==> config.mk <==
export PLATFORM = sky130hd
export DESIGN_NAME = hall_pos_detect
export DESIGN_NICKNAME = d
export VERILOG_FILES = /design/src/rtl/hall_pos_detect.sv
export SDC_FILE = /design/constraint.sdc
export NUM_CORES = 1
export LEC_CHECK = 0
export CAP_MARGIN = 25
export CORE_AREA = 3 3 40 42
export DETAILED_ROUTE_END_ITERATION = 16
export DIE_AREA = 0 0 43 45
export DONT_BUFFER_PORTS = 1
export HOLD_SLACK_MARGIN = 0.08
export SETUP_SLACK_MARGIN = 0.2
export SYNTH_ARGS = -nofsm -noshare
export SYNTH_HDL_FRONTEND = slang
export SYNTH_SLANG_ARGS = --single-unit
==> constraint.sdc <==
create_clock -name clk -period 3.4 [get_ports clk]
set_input_delay 0.68 -clock clk [delete_from_list [all_inputs] [get_ports clk]]
set_output_delay 0.68 -clock clk [all_outputs]
set_load 0.02 [all_outputs]
==> src/rtl/hall_pos_detect.sv <==
module hall_pos_detect #(
  parameter int NSENSE = 3
) (
  input  logic              clk,
  input  logic              rst,
  input  logic              cfg_cmp_mode,
  input  logic [NSENSE-1:0] cfg_in_en,
  input  logic [1:0]        cfg_edge_sel,
  input  logic [NSENSE-1:0] cfg_expect,
  input  logic              cfg_irq_en,
  input  logic [NSENSE-1:0] sense_in,
  input  logic              irq_clr,
  output logic              wr_pulse,
  output logic              irq_pend,
  output logic              irq
);

  logic [NSENSE-1:0] samp_q, prev_q;
  logic              samp_ok_q, prev_ok_q;

  wire [NSENSE-1:0] rise = samp_q & ~prev_q;
  wire [NSENSE-1:0] fall = ~samp_q & prev_q;
  wire [NSENSE-1:0] qual = cfg_in_en & ((rise & {NSENSE{cfg_edge_sel[1]}}) |
                                        (fall & {NSENSE{cfg_edge_sel[0]}}));
  wire edge_hit = |qual;
  wire cmp_hit  = (samp_q != prev_q) && (samp_q == cfg_expect);
  wire det      = prev_ok_q && (cfg_cmp_mode ? cmp_hit : edge_hit);

  always_ff @(posedge clk) begin
    if (rst) begin
      samp_q    <= '0;
      prev_q    <= '0;
      samp_ok_q <= 1'b0;
      prev_ok_q <= 1'b0;
      wr_pulse  <= 1'b0;
      irq_pend  <= 1'b0;
    end else begin
      samp_q    <= sense_in;
      prev_q    <= samp_q;
      samp_ok_q <= 1'b1;
      prev_ok_q <= samp_ok_q;
      wr_pulse  <= det;
      irq_pend  <= (irq_pend & ~irq_clr) | det;
    end
  end

  assign irq = irq_pend & cfg_irq_en;

endmodule

==> summary.md <==
| Metric | Value |
|---|---|
| Relative slew slack | `83.80%` |
| First-pass GRT wire length | `1207 um` |
| WP buf/inv | `0` |
| GPL Wtd Cong | `0.6607` |
| Worst path top cell family by delay | `flip-flops` |
| #FFs+latches synth | `10` |
| Die area | `0.001935 mm2` |
| Final hold vios | `0` |
| Initial core utilization | `36.03%` |
| Worst skew pair latency | `0.26 ns` |
| Status | `complete, no violations` |
| Critical Path AT | `0.99 ns` |
| Grt total ovfl | `0` |
| Crit path required time | `2.72 ns` |
| LEAKAGE | `0.0002078 uW` |
| Final setup fails | `0` |
| H-tree depth | `1` |
| DRT antenna net count | `0` |
| Core footprint | `0.001285 mm2` |
| Wire per inst | `11.11 um` |
| Clock Skews | `0.004806 ns` |
| Post-Synth Simple-Gate Area | `14.05%` |
| Sink Count | `10` |
| GRT Util Overall | `8.841%` |
| Post-synthesis xor/xnor area fraction | `5.676%` |
| IO Port Bufs | `0` |
| CP max stage cell | `dfxtp_1` |
| Fin crit share | `49.22%` |
| Clk buf depth | `2` |
| TritonCTS clock tree | `done` |
| Cell-by-cell trace of the critical path | `and2_1` |
| Chip height | `45 um` |
| Post-CTS setup buffers | `0` |
| Syn Inst Count | `47` |
| # diodes | `0` |
| PwrDens | `445.4 mW/mm2` |
| Post-Syn Area | `462.9 um2` |
| Filler instances | `144` |
| Slowest stage delay, CP | `0.45 ns` |
| Worst-Margin Slew | `0.2427 ns` |
| Critical path type | `reg -> out` |
| Synthesized net count | `69` |
| Vias per Instance | `4.766` |
| Site Rows | `13` |
| Post-synthesis adder-cell area fraction | `16.22%` |
| Largest net degree at the start of global routing | `11` |
| Syn avg cell area | `9.850 um2` |
| Post-layout util | `38.66%` |
| Vias in the first global route | `304` |
| Reg clk slew, reported paths | `0.06 ns` |
| Layout Cells excl Fill | `64` |
| Yosys cell types | `17` |
| IO Pins | `19` |
| Dpl cells | `61` |
| Max VDD drop | `0.1486 mV` |
| Setup TNS | `0 ns` |
| Remaining DRCs | `0` |
| Drt initial violations | `3` |
| Yosys warns | `0` |
| Initial antenna violation count | `0` |
| Overall power | `221.2 uW` |
| Vias | `305` |
| Root Driver | `clkbuf_4` |
| Nets | `73` |
| Sequential area share after synthesis | `43.24%` |
| Synth Area in Compound Gates | `12.70%` |
| CTS Hold Bufs | `0` |
| Hpwl dp | `592.7 um` |
| Post-synthesis mux area share | `0%` |
| CTS Buf Count | `3` |
| Largest family of logic cells by synthesized area | `adder cells` |
| Crit Path Max Fanout | `3` |
| Worst Setup End Kind | `output pin` |
| Highest clock rate | `597.5 MHz` |
| Post-CTS sizing | `0` |
| Layout area overhead | `7.297%` |
| Hold slack | `0.4371 ns` |
| Share of layout cells above drive strength 1 | `10.20%` |
| Hold WC Path Type | `reg -> reg` |
| Max-cap violations | `0` |
| Die Wd | `43 um` |
| Startpoint Class | `register` |
| Count of final max-slew check failures | `0` |
| Final min period | `1.674 ns` |
| Total wire length | `711 um` |
| RSZ-0062 raised after global routing | `no` |
| Drt pass-1 iters | `4` |
==> logic make-up (layout without fill, tap and decap cells) <==
| kind of cell | Yosys count | in the layout |
|---|---|---|
| adders and majority gates | 6 | 6 |
| buffers and inverters | 9 | 11 |
| xor gates and xnor gates | 3 | 3 |
| and+or+nand+nor | 12 | 12 |
| DFF | 10 | 10 |
| AOI/OAI and AO/OA | 7 | 7 |
==> placed cells by master, fill, tap and decap left out <==
master,Yosys,routed
inv_1,8,8
dfxtp_1,10,10
or2b_1,1,1
a21oi_2,1,1
a22oi_1,1,1
a221o_1,1,1
nand3_1,1,1
xnor2_1,3,3
ha_1,6,6
nand4_1,1,1
a22o_2,1,1
and2_1,1,1
nor2b_1,4,4
a22o_1,2,2
a21oi_1,1,1
clkbuf_4,0,3
nor2_1,4,4
==> per-layer routing <==
metal | vias up | global-route usage, % | share of wire, %
met2 | 14 | 12.87 | 45
met3 | 2 | 4.382 | 13
met5 | - | 0 | 0
li1 | 156 | - | -
met1 | 133 | 8.959 | 39
met4 | 0 | 9.036 | 2.5
==> through the flow <==
stage	setup WS (ns)	instance area, um2
final	1.726	496.7
after global routing	1.691	496.7
after CTS	1.710	496.7
after detailed placement	1.819	474.2
after global placement	1.817	474.2
after floorplan	1.824	462.9
==> registers in the layout (all words and copies together), names as in the netlist <==
name	count
prev_ok_q	1
wr_pulse	1
irq_pend	1
samp_ok_q	1
prev_q	3
samp_q	3
==> where the power goes <==
group          leakage, uW  internal (uW)  switching [uW]  total (uW)
clock            0.0000138           40.7            36.4        77.1
combinational     0.000111           10.3            7.26        17.5
sequential       0.0000827            123            4.06         127
total             0.000208            173            47.7         221
==> synth_stat cells (all sizes together) <==
master | n | area, um2
xnor2 | 3 | 26.28
buf | 1 | 7.510
and2 | 1 | 6.260
a22oi | 1 | 7.510
inv | 8 | 30.03
nand3 | 1 | 5.000
nor2 | 4 | 15.01
or2b | 1 | 7.510
a21oi | 2 | 13.76
nand4 | 1 | 6.260
a22o | 3 | 27.53
a221o | 1 | 10.01
ha | 6 | 75.07
dfxtp | 10 | 200.2
nor2b | 4 | 25.02
==> area by class of cell <==
| class | instances | area, um2 | share of cell area [%] |
|---|---|---|---|
| flip-flops and latches | 10 | 200.2 | 40.30 |
| inverters | 8 | 30.03 | 6.045 |
| well taps | 15 | 18.77 | 3.778 |
| clock buffers | 3 | 22.52 | 4.534 |
| multi-input cells | 28 | 225.2 | 45.34 |
==> path summary, 6_finish.rpt <==
kind,slack (ns),cells after the start,start,end
setup / recovery,1.73,1,irq_pend$_SDFF_PP0_,irq
setup reg to reg,1.93,6,samp_q[1]$_SDFF_PP0_,irq_pend$_SDFF_PP0_
hold / removal,0.44,1,samp_ok_q$_DFF_P_,prev_ok_q$_SDFF_PP0_
hold reg to reg,0.44,1,samp_ok_q$_DFF_P_,prev_ok_q$_SDFF_PP0_
Note: power is estimated with default switching activity, not from simulation.
